===== config.mk =====
export PLATFORM = sky130hd
export DESIGN_NAME = dap_dot
export DESIGN_NICKNAME = d
export VERILOG_FILES = /design/src/rtl/dap_pkg.sv /design/src/rtl/dap_lut.sv /design/src/rtl/dap_slicer.sv /design/src/rtl/dap_acc.sv /design/src/rtl/dap_ctrl.sv /design/src/rtl/dap_dot.sv
export SDC_FILE = /design/constraint.sdc
export NUM_CORES = 1
export LEC_CHECK = 0
export BUFFER_PORTS_ARGS = -buffer_cell sky130_fd_sc_hd__buf_2
export CORE_MARGIN = 2
export CORE_UTILIZATION = 51
export CTS_CLUSTER_DIAMETER = 80
export DETAILED_ROUTE_END_ITERATION = 7
export HOLD_SLACK_MARGIN = 0.05
export PLACE_DENSITY = 0.87
export SYNTH_ARGS = -nofsm -noshare
export SYNTH_HDL_FRONTEND = slang
export SYNTH_HIERARCHICAL = 1
export SYNTH_SLANG_ARGS = --single-unit

===== constraint.sdc =====
create_clock -name clk -period 3.4 [get_ports clk]
set_clock_uncertainty 0.05 [all_clocks]
set_input_delay 0.17 -clock clk [delete_from_list [all_inputs] [get_ports clk]]
set_output_delay 0.17 -clock clk [all_outputs]
set_load 0.01 [all_outputs]

===== src/rtl/dap_pkg.sv =====
package dap_pkg;

   typedef enum logic {
      PH_IDLE = 1'b0,
      PH_RUN  = 1'b1
   } dap_phase_e;

   // smallest r with 2**r >= v
   function automatic int ceil_log2(input int v);
      int r;
      r = 0;
      while ((1 << r) < v) r++;
      return r;
   endfunction

endpackage


===== src/rtl/dap_lut.sv =====
// Constant subset-sum table realised as a multiplexer over fixed entries.
module dap_lut #(
   parameter int N_IN   = 4,
   parameter int COEF_W = 8,
   parameter int TBL_W  = 10,
   parameter logic [N_IN*COEF_W-1:0] COEFS = '0
) (
   input  logic [N_IN-1:0]         addr,
   output logic signed [TBL_W-1:0] entry
);
   localparam int DEPTH = 1 << N_IN;

   function automatic logic signed [TBL_W-1:0] subset_sum(input int a);
      logic signed [TBL_W-1:0] s;
      logic [COEF_W-1:0]       c;
      s = '0;
      for (int i = 0; i < N_IN; i++) begin
         c = COEFS[i*COEF_W +: COEF_W];
         if (a[i]) s = s + {{(TBL_W-COEF_W){c[COEF_W-1]}}, c};
      end
      return s;
   endfunction

   logic signed [TBL_W-1:0] rom [DEPTH];

   for (genvar g = 0; g < DEPTH; g++) begin : g_ent
      localparam logic signed [TBL_W-1:0] ENT = subset_sum(g);
      assign rom[g] = ENT;
   end

   assign entry = rom[addr];

endmodule


===== src/rtl/dap_slicer.sv =====
// Holds the captured samples and presents one bit of each per step, LSB first.
module dap_slicer #(
   parameter int N_IN = 4,
   parameter int X_W  = 12
) (
   input  logic                  clk,
   input  logic                  rst,
   input  logic                  load,
   input  logic                  shift,
   input  logic [N_IN*X_W-1:0]   x_bus,
   output logic [N_IN-1:0]       addr
);
   for (genvar i = 0; i < N_IN; i++) begin : g_lane
      logic [X_W-1:0] sr;

      always_ff @(posedge clk) begin
         if (rst)        sr <= '0;
         else if (load)  sr <= x_bus[i*X_W +: X_W];
         else if (shift) sr <= {1'b0, sr[X_W-1:1]};
      end

      assign addr[i] = sr[0];
   end

endmodule


===== src/rtl/dap_acc.sv =====
// Shift-right accumulator: each entry enters at weight 2^(X_W-1) and is
// halved on every later step, so step k ends up weighted by 2^k.
module dap_acc #(
   parameter int TBL_W    = 10,
   parameter int X_W      = 12,
   parameter int ACC_W    = 22,
   parameter bit SIGNED_X = 1'b1
) (
   input  logic                    clk,
   input  logic                    rst,
   input  logic                    clr,
   input  logic                    step_en,
   input  logic                    last,
   input  logic signed [TBL_W-1:0] entry,
   output logic signed [ACC_W-1:0] acc_q
);
   logic signed [ACC_W-1:0] ent_ext;
   logic signed [ACC_W-1:0] ent_top;
   logic signed [ACC_W-1:0] shifted;
   logic signed [ACC_W-1:0] acc_d;
   logic                    sub;

   assign ent_ext = {{(ACC_W-TBL_W){entry[TBL_W-1]}}, entry};
   assign ent_top = ent_ext <<< (X_W-1);
   assign shifted = acc_q >>> 1;
   assign sub     = last && SIGNED_X;

   always_comb begin
      if (sub) acc_d = shifted - ent_top;   // sign-bit position carries -2^(X_W-1)
      else     acc_d = shifted + ent_top;
   end

   always_ff @(posedge clk) begin
      if (rst || clr) acc_q <= '0;
      else if (step_en) acc_q <= acc_d;
   end

   AST_ACC_HOLD: assert property (@(posedge clk) disable iff (rst)
      (!clr && !step_en) |=> $stable(acc_q));
   AST_ACC_CLEAR: assert property (@(posedge clk) disable iff (rst)
      clr |=> (acc_q == '0));

endmodule


===== src/rtl/dap_ctrl.sv =====
// Step sequencer: start always wins and restarts the count.
module dap_ctrl
   import dap_pkg::*;
#(
   parameter int X_W = 12
) (
   input  logic clk,
   input  logic rst,
   input  logic start,
   output logic load,
   output logic step_en,
   output logic last,
   output logic done
);
   localparam int            CNT_W    = (ceil_log2(X_W) < 1) ? 1 : ceil_log2(X_W);
   localparam logic [CNT_W-1:0] CNT_LAST = CNT_W'(X_W - 1);

   dap_phase_e       phase;
   logic [CNT_W-1:0] cnt;

   assign load    = start;
   assign step_en = (phase == PH_RUN) && !start;
   assign last    = step_en && (cnt == CNT_LAST);

   always_ff @(posedge clk) begin
      if (rst) begin
         phase <= PH_IDLE;
         cnt   <= '0;
         done  <= 1'b0;
      end else begin
         done <= 1'b0;
         if (start) begin
            phase <= PH_RUN;
            cnt   <= '0;
         end else if (step_en) begin
            if (last) begin
               phase <= PH_IDLE;
               done  <= 1'b1;
            end else begin
               cnt <= cnt + 1'b1;
            end
         end
      end
   end

   AST_DONE_PULSE: assert property (@(posedge clk) disable iff (rst)
      done |=> !done);
   AST_DONE_AFTER_LAST: assert property (@(posedge clk) disable iff (rst)
      last |=> done);
   AST_CNT_BOUND: assert property (@(posedge clk) disable iff (rst)
      (phase == PH_RUN) |-> (cnt <= CNT_LAST));
   AST_START_RESTARTS: assert property (@(posedge clk) disable iff (rst)
      start |=> (phase == PH_RUN && cnt == '0 && !done));

endmodule


===== src/rtl/dap_dot.sv =====
module dap_dot
   import dap_pkg::*;
#(
   parameter int N_IN     = 4,
   parameter int X_W      = 12,
   parameter int COEF_W   = 8,
   parameter logic [N_IN*COEF_W-1:0] COEFS = 32'h0BF9_0305,
   parameter bit SIGNED_X = 1'b1,
   parameter int OUT_LSB  = 0,
   parameter int OUT_W    = COEF_W + ceil_log2(N_IN) + X_W + (SIGNED_X ? 0 : 1)
) (
   input  logic                  clk,
   input  logic                  rst,
   input  logic                  start,
   input  logic [N_IN*X_W-1:0]   x_bus,
   output logic [OUT_W-1:0]      res,
   output logic                  done
);
   localparam int TBL_W = COEF_W + ceil_log2(N_IN);
   localparam int ACC_W = TBL_W + X_W + (SIGNED_X ? 0 : 1);

   if (N_IN < 2 || N_IN > 8) begin : g_bad_n
      $error("dap_dot: N_IN must lie in 2..8");
   end
   if (X_W < 2) begin : g_bad_x
      $error("dap_dot: X_W must be at least 2");
   end
   if (COEF_W < 2) begin : g_bad_c
      $error("dap_dot: COEF_W must be at least 2");
   end
   if (OUT_LSB < 0 || OUT_W < 1 || OUT_LSB + OUT_W > ACC_W) begin : g_bad_out
      $error("dap_dot: result slice exceeds the accumulator");
   end

   logic                    load;
   logic                    step_en;
   logic                    last;
   logic [N_IN-1:0]         addr;
   logic signed [TBL_W-1:0] entry;
   logic signed [ACC_W-1:0] acc_q;

   dap_ctrl #(.X_W(X_W)) u_ctrl (
      .clk(clk), .rst(rst), .start(start),
      .load(load), .step_en(step_en), .last(last), .done(done)
   );

   dap_slicer #(.N_IN(N_IN), .X_W(X_W)) u_slicer (
      .clk(clk), .rst(rst), .load(load), .shift(step_en),
      .x_bus(x_bus), .addr(addr)
   );

   dap_lut #(.N_IN(N_IN), .COEF_W(COEF_W), .TBL_W(TBL_W), .COEFS(COEFS)) u_lut (
      .addr(addr), .entry(entry)
   );

   dap_acc #(.TBL_W(TBL_W), .X_W(X_W), .ACC_W(ACC_W), .SIGNED_X(SIGNED_X)) u_acc (
      .clk(clk), .rst(rst), .clr(load), .step_en(step_en), .last(last),
      .entry(entry), .acc_q(acc_q)
   );

   assign res = acc_q[OUT_LSB +: OUT_W];

   AST_RESET_QUIET: assert property (@(posedge clk) disable iff (rst)
      $past(rst) |-> (!done && res == '0));

endmodule


==> key figures, run 1 <==
Critical path
  – WS Path Type: register to register
  – CP endpoint kind: register
  – Data arrival, critical path: about 3.5 ns
  – Crit path launch type: register
  – Crit path max fanout: 7
  – Critical Path RT: around 3.6 ns

Logic synthesis
  – Simple-Gate Fraction of Synth Area: 0.167
  – Mapped cell area: between 4000 and 5000 µm²
  – Compound-Gate Fraction of Synth Area: 0.161
  – Part of the Yosys area used for sequential elements: 0.353
  – Fraction of synthesized cell area in xor and xnor cells: 0.0284
  – Syn Area/Cell: 9.36 µm²
  – Mapped Cells: approximately 460
  – Yosys top cell by area: dfxtp_1
  – Synthesized Nets: around 530
  – Multiplexer share of the synthesized area: 0.147
  – Top-count cell post-synth: dfxtp_1
  – Post-synthesis cell type count: 53
  – FF+latch count, synth: 76
  – Top cells by area, synth: dfxtp_1, mux2i_1, a211oi_1
  – Adder-Cell Fraction of Synth Area: 0.0568
  – Ys Warns: 6
  – Most used flip-flop cell after synthesis: dfxtp_1
  – Largest family of logic cells by synthesized area: simple AND/OR/NAND/NOR gates
  – Post-synth EDFFs: 0
  – Commonest cells in the netlist: dfxtp_1, mux2i_1, a211oi_1, nor2b_1, nor2_1
  – Async SR Flop Fraction: 0
  – Synth top area share: 0.353

Die
  – Top-level I/O count: 74
  – Core area: 8220 µm²
  – Chip width: 96.0 µm
  – Die height: about 96 µm
  – FP Rows: 33
  – DIE AREA: 9210 µm²
  – Initial Util: 0.525

Clocking
  – Clock Tree Buf Depth: 2
  – H-tree levels: 3
  – Clock Pin Slew Worst Setup and Hold Paths: 0.08 ns
  – Clock buffer count from CTS: 9
  – Number of clock sinks: 76
  – CTS tree: yes
  – Worst skew pair latency: 0.35 ns
  – CTS Root Cell: clkbuf_8

Drt
  – # DRC: 0
  – Number of iterations in the first detailed-routing pass: 5
  – DR WL/cell: about 14 µm
  – ANT nets after route: 0
  – Routed vias/inst: ~5.5
  – Iter 0 DRT Violations: 142
  – Vias: ~3.5k
  – Detailed Route WL: approximately 9200 µm

Layout
  – # fillers: 710
  – Area delta synth->final: 16.9%
  – Final net count: 596
  – Final cell utilization of the core: 0.614
  – Fraction of layout cells with a size suffix above 1: 0.250
  – Inserted Diodes: 0

Timing
  – Final hold viol count: 0
  – Slew margin rel.: 0.627
  – Fmax: a little over 300 MHz
  – Least-Margin Pin Slew: roughly 0.56 ns
  – Setup violations, final: 0
  – Fin crit share: 0.974
  – Fin Setup TNS: 0 ns
  – Min Clock Period, post-route: 3.31 ns
  – Hold_ws: 0.0595 ns
  – Final Slew Violations: 0

Pwr
  – Power Dens Cells: between 400 and 500 nW/µm²
  – Sw Ratio: 0.303
  – Combinational cell fraction of total power: 0.243
  – Int Power: ~1500 µW
  – P_leak: approximately 0.002 µW
  – Maximum vdd drop: about 270 µV
  – Net Switching: around 650 µW
  – Flop pwr share: 0.452
  – Clk pwr share: 0.305

Global routing
  – Total global routing overflow: 0
  – First-pass GRT wire length: between 15000 and 20000 µm
  – Gr usage total: 0.205
  – Vias in the first global route: around 3.3k
  – Largest net degree at the start of global routing: 62
  – Initial antenna violation count: 0

Placement
  – GPL Wtd Cong: around 0.94
  – HPWL after DPL: 5950 µm
  – IO buf count: 73

Outcome
  – Status: finished, final reports clean

Min path
  – Hold Path Class: input pin to register

Flow run
  – MaxCap Viol Count: 0
==> worst max-delay path, stage by stage, from the launching register on <==
cell and delay [ns]:
dfxtp_1 0.32, buf_4 0.16, ha_1 0.19, mux2_4 0.28
nand2_2 0.09, o21ai_4 0.08, inv_2 0.08, ha_4 0.13
nor4b_4 0.26, a21oi_2 0.09, xnor2_1 0.15, ha_1 0.34
a211oi_2 0.29, buf_4 0.17, nor2_1 0.05, o21ai_0 0.21
o31a_1 0.17, o211ai_1 0.08
==> area by class of cell <==
cell class / count / area, µm² / share of cell area
Clock buffer: 11 / 151 / 0.0300
Timing Repair Buffer: 102 / 626 / 0.124
Inverter: 13 / 50.0 / 0.00992
Clock inverter: 5 / 36.3 / 0.00719
Tap cell: 105 / 131 / 0.0260
Sequential cell: 76 / 1530 / 0.302
Multi-Input combinational cell: 324 / 2520 / 0.500
==> layer usage <==
layer	part of all wire	track usage
met2	0.49	0.343
met4	0.011	0.0560
met5	0	0
met3	0.057	0.0658
met1	0.44	0.255
==> timing repair <==
| item | CTS | global route |
|---|---|---|
| hold buffers | 11 | 1 |
| setup buffers | 0 | 2 |
| endpoints found under the setup margin | 0 | 6 |
| resized for setup | 0 | 24 |
| hold endpoints to repair | 11 | 1 |
==> registers in the layout (all words and copies together), names as in the netlist <==
name                count
u_ctrl/phase            1
u_ctrl/cnt              4
u_ctrl/done             1
u_slicer/g_lane.sr     48
u_acc/acc_q            22
==> cell families after synthesis <==
kind of cell,after synthesis
compound gates,102
xor+xnor,14
fa+ha+maj,19
buf+inv,61
flops,76
mux,63
simple gates,126
==> worst paths after layout <==
| check | slack, ns | endpoint | start | depth (start not counted) |
|---|---|---|---|---|
| min reg2reg | 0.47 | u_acc/acc_q[11] | u_acc/acc_q[11] | 2 |
| min | 0.06 | u_slicer/g_lane[0].sr[8] | x_bus[8] | 3 |
| max reg2reg | 0.09 | u_acc/acc_q[20] | u_slicer/g_lane[0].sr[0] | 17 |
| max | 0.09 | u_acc/acc_q[20] | u_slicer/g_lane[0].sr[0] | 17 |
==> power groups by stage <==
stage	clock, µW	sequential (µW)	combinational (µW)
floorplan	0	977	361
detailed placement	0	988	465
global placement	0	986	445
global route	711	974	579
CTS	666	968	477
finish	652	969	520
==> per-stage QoR <==
stage | power, µW | worst slack (ns) | cells | cell area, µm²
after floorplan | 1340 | 0.0703 | 461 | 4310
after global placement | 1430 | 0.145 | 606 | 4610
after detailed placement | 1450 | 0.0414 | 606 | 4610
after CTS | 2110 | 0.00369 | 633 | 4910
after global routing | 2260 | -0.0759 | 636 | 5040
final | 2140 | 0.0876 | 636 | 5040
==> layout by cell type, fill, tap and decap left out, types with 3 or more instances in the layout <==
cell           count
o21ai_0            8
dlygate4sd3_1     12
nor2_1            27
clkbuf_8          11
nand3_1            5
xnor2_1           10
buf_2             73
inv_1             11
a211oi_1          49
nor3_1             7
dfxtp_1           75
buf_4             16
nor2b_1           45
ha_1              16
mux2i_1           61
a21oi_2            4
nand4_1            3
nand2_1           12
a21o_1             4
a21oi_1           15
clkinvlp_4         3
or3b_1             5
o21ai_1            3
nand3b_1           4
Note: power is estimated with default switching activity, not from simulation.
==> run 2: changes to the inputs <==
Settings changed: PLACE_DENSITY 0.87 to not set, PLACE_DENSITY_LB_ADDON set to 0.05.
==> key figures, run 2 (synthesis gave the netlist of run 1 again) <==
Placement
  – Setup WS pre-CTS: 0.0663 ns (+0.0249 ns)
  – GPL Wtd Cong: 0.877 (-6.5%)
  – IO buf count: 73 (unchanged)
  – Area post-placement: 4620 µm² (+0.22%)
  – Placed Instances: 609 (+0.50%)
  – HPWL after DPL: 5770 µm (-3.0%)

Timing
  – Min Clock Period, post-route: 3.22 ns (-0.0924 ns)
  – Fmax: 311 MHz (+2.9%)
  – Final hold viol count: 0 (unchanged)
  – Setup violations, final: 0 (unchanged)
  – Least-Margin Pin Slew: 0.717 ns (+0.159 ns)
  – Slew margin rel.: 0.521 (-0.106)
  – Fin crit share: 0.947 (-0.0272)
  – Final Slew Violations: 0 (unchanged)
  – Setup ws final: 0.180 ns (+0.0924 ns)

Clocking
  – Clock Pin Slew Worst Setup and Hold Paths: 0.08 ns (about the same)
  – Clock Tree Buf Depth: 2 (unchanged)
  – CTS Root Cell: clkbuf_8
  – H-tree levels: 3 (unchanged)
  – Number of clock sinks: 76 (unchanged)
  – CTS tree: yes
  – Worst skew pair latency: 0.34 ns (about the same)
  – Clock buffer count from CTS: 9 (unchanged)

Pwr
  – P_leak: 0.00200 µW (+0.22%)
  – Maximum vdd drop: 204 µV (-24%)
  – Design Power: 2220 µW (+3.8%)
  – Power Dens Cells: 445 nW/µm² (+4.8%)

Global routing
  – Gr usage total: 0.191 (-0.0143)
  – Vias in the first global route: 3175 (-5.1%)
  – Initial antenna violation count: 0 (unchanged)
  – First-pass GRT wire length: 14000 µm (-6.4%)
  – Largest net degree at the start of global routing: 62 (unchanged)
  – Total global routing overflow: 0 (unchanged)

Critical path
  – Crit path launch type: register
  – Crit path cell chain: buf_4 > ha_1 > mux2_4 > nand2_2 > o21ai_2 > inv_1 > ha_2 > nor4b_4 > buf_4 > a21oi_2 > xnor2_1 > ha_1 > o21ai_1 > o31ai_1 > a31oi_2 > mux2i_1 > mux2i_1
  – Crit path max fanout: 7 (unchanged)
  – CP endpoint kind: register
  – WS Path Type: register to register
  – CP max stage cell: ha_1
  – Critical Path RT: 3.62 ns (+0.04 ns)
  – Data arrival, critical path: 3.44 ns (-0.05 ns)
  – Max incr delay on CP: 0.33 ns (about the same)

Die
  – FP Rows: 33 (unchanged)
  – Initial Util: 0.525 (unchanged)
  – Die height: 96.0 µm (unchanged)
  – Chip width: 96.0 µm (unchanged)
  – Top-level I/O count: 74 (unchanged)
  – DIE AREA: 9210 µm² (unchanged)
  – Core area: 8220 µm² (unchanged)

Layout
  – Non-filler cells in the finished layout: 636 (unchanged)
  – Final net count: 596 (unchanged)
  – Largest registers: u_slicer/g_lane.sr: 48 flops, u_acc/acc_q: 22 flops, u_ctrl/cnt: 4 flops
  – Area delta synth->final: 15.7%
  – Number of flip-flops under the largest register name: 48 (unchanged)
  – Biggest register: u_slicer/g_lane.sr
  – Commonest non-fill, non-tap cell in the layout: dfxtp_1
  – Fraction of layout cells with a size suffix above 1: 0.247 (-0.00377)
  – FF/Latch Area: 1520 µm² (-0.16%)
  – Finished Cell Area: 4990 µm² (-0.99%)
  – Most frequent cells in the layout: dfxtp_1, buf_2, mux2i_1, a211oi_1, nor2b_1
  – # fillers: 737 (+3.8%)
  – Area occupied by multi-input gates: 2470 µm² (-1.9%)
  – Final cell utilization of the core: 0.608 (-0.00609)
  – Inserted Diodes: 0 (unchanged)

Min path
  – Hold Path Class: input pin to register

Drt
  – Number of iterations in the first detailed-routing pass: 4 (-1)
  – # DRC: 0 (unchanged)
  – Iter 0 DRT Violations: 73 (-49%)
  – Detailed Route WL: 8640 µm (-6.1%)
  – Routed vias/inst: 5.29 (-4.7%)
  – Vias: 3362 (-4.7%)
  – ANT nets after route: 0 (unchanged)
  – DR WL/cell: 13.6 µm (-6.1%)

Flow run
  – MaxCap Viol Count: 0 (unchanged)

Outcome
  – Status: finished, final reports clean
## run 2: cell types whose count changed in the layout (fill, tap and decap cells not counted), sizes merged
cell and delta:
buf +6, clkbuf -1, dlygate4sd3 -6, clkinvlp -1, bufinv +2
## run 2: metal layers
metal / part of all wire / wire length [µm] / up-vias / track usage
li1: - / - / 1755 / -
met1: 0.49 / 4210 / 1545 / 0.241
met2: 0.47 / 4040 / 54 / 0.323
met3: 0.035 / 305 / 8 / 0.0407
met4: 0.0098 / 85 / 0 / 0.0643
met5: 0 / 0 / - / 0
## run 2: layout make-up
type | instances | share of cell area
multi-input combinational | 324 | 0.496
sequential | 76 | 0.305
timing repair buffer | 102 | 0.120
tap | 105 | 0.0263
clock buffer | 10 | 0.0256
clock inverter | 6 | 0.0178
inverter | 13 | 0.0100
## run 2: repair_timing
action                                 4_1_cts  5_1_grt
resized for setup                            0       15
endpoints found under the hold margin        5        1
buffers inserted                             0        5
setup endpoints to repair                    0        2
hold buffers                                 5        1
## run 2: final timing paths
kind	startpoint	endpoint	slack [ns]	depth (start not counted)
worst max-delay path	u_slicer/g_lane[0].sr[0]	u_acc/acc_q[21]	0.18	17
worst min-delay path	x_bus[9]	u_slicer/g_lane[0].sr[9]	0.06	3
worst max register to register	u_slicer/g_lane[0].sr[0]	u_acc/acc_q[21]	0.18	17
worst min register to register	u_acc/acc_q[14]	u_acc/acc_q[14]	0.44	2
## run 2: per-stage QoR
stage          hold slack [ns]  TNS (ns)
3_5_place_dp             0.378         0
5_1_grt                 0.0574   -0.0211
6_report                0.0647         0
3_3_place_gp             0.372         0
4_1_cts                 0.0508         0
2_1_floorplan            0.185         0
## run 2: power by group
part / leakage, µW / switching [µW] / internal (µW)
Clock: 0.000102 / 336 / 414
Combinational: 0.00127 / 259 / 248
Sequential: 0.000625 / 29.1 / 936
Total: 0.00200 / 624 / 1600
## run 2: worst max-delay path: cells and delay by family, from the launching register on
kind / cells / cell delay (ns)
xor gates and xnor gates: 1 / 0.14
muxes: 3 / 0.68
adders and majority gates: 3 / 0.70
and+or+nand+nor: 2 / 0.28
AOI/OAI and AO/OA: 5 / 0.61
buffers and inverters: 3 / 0.38
DFF: 1 / 0.32
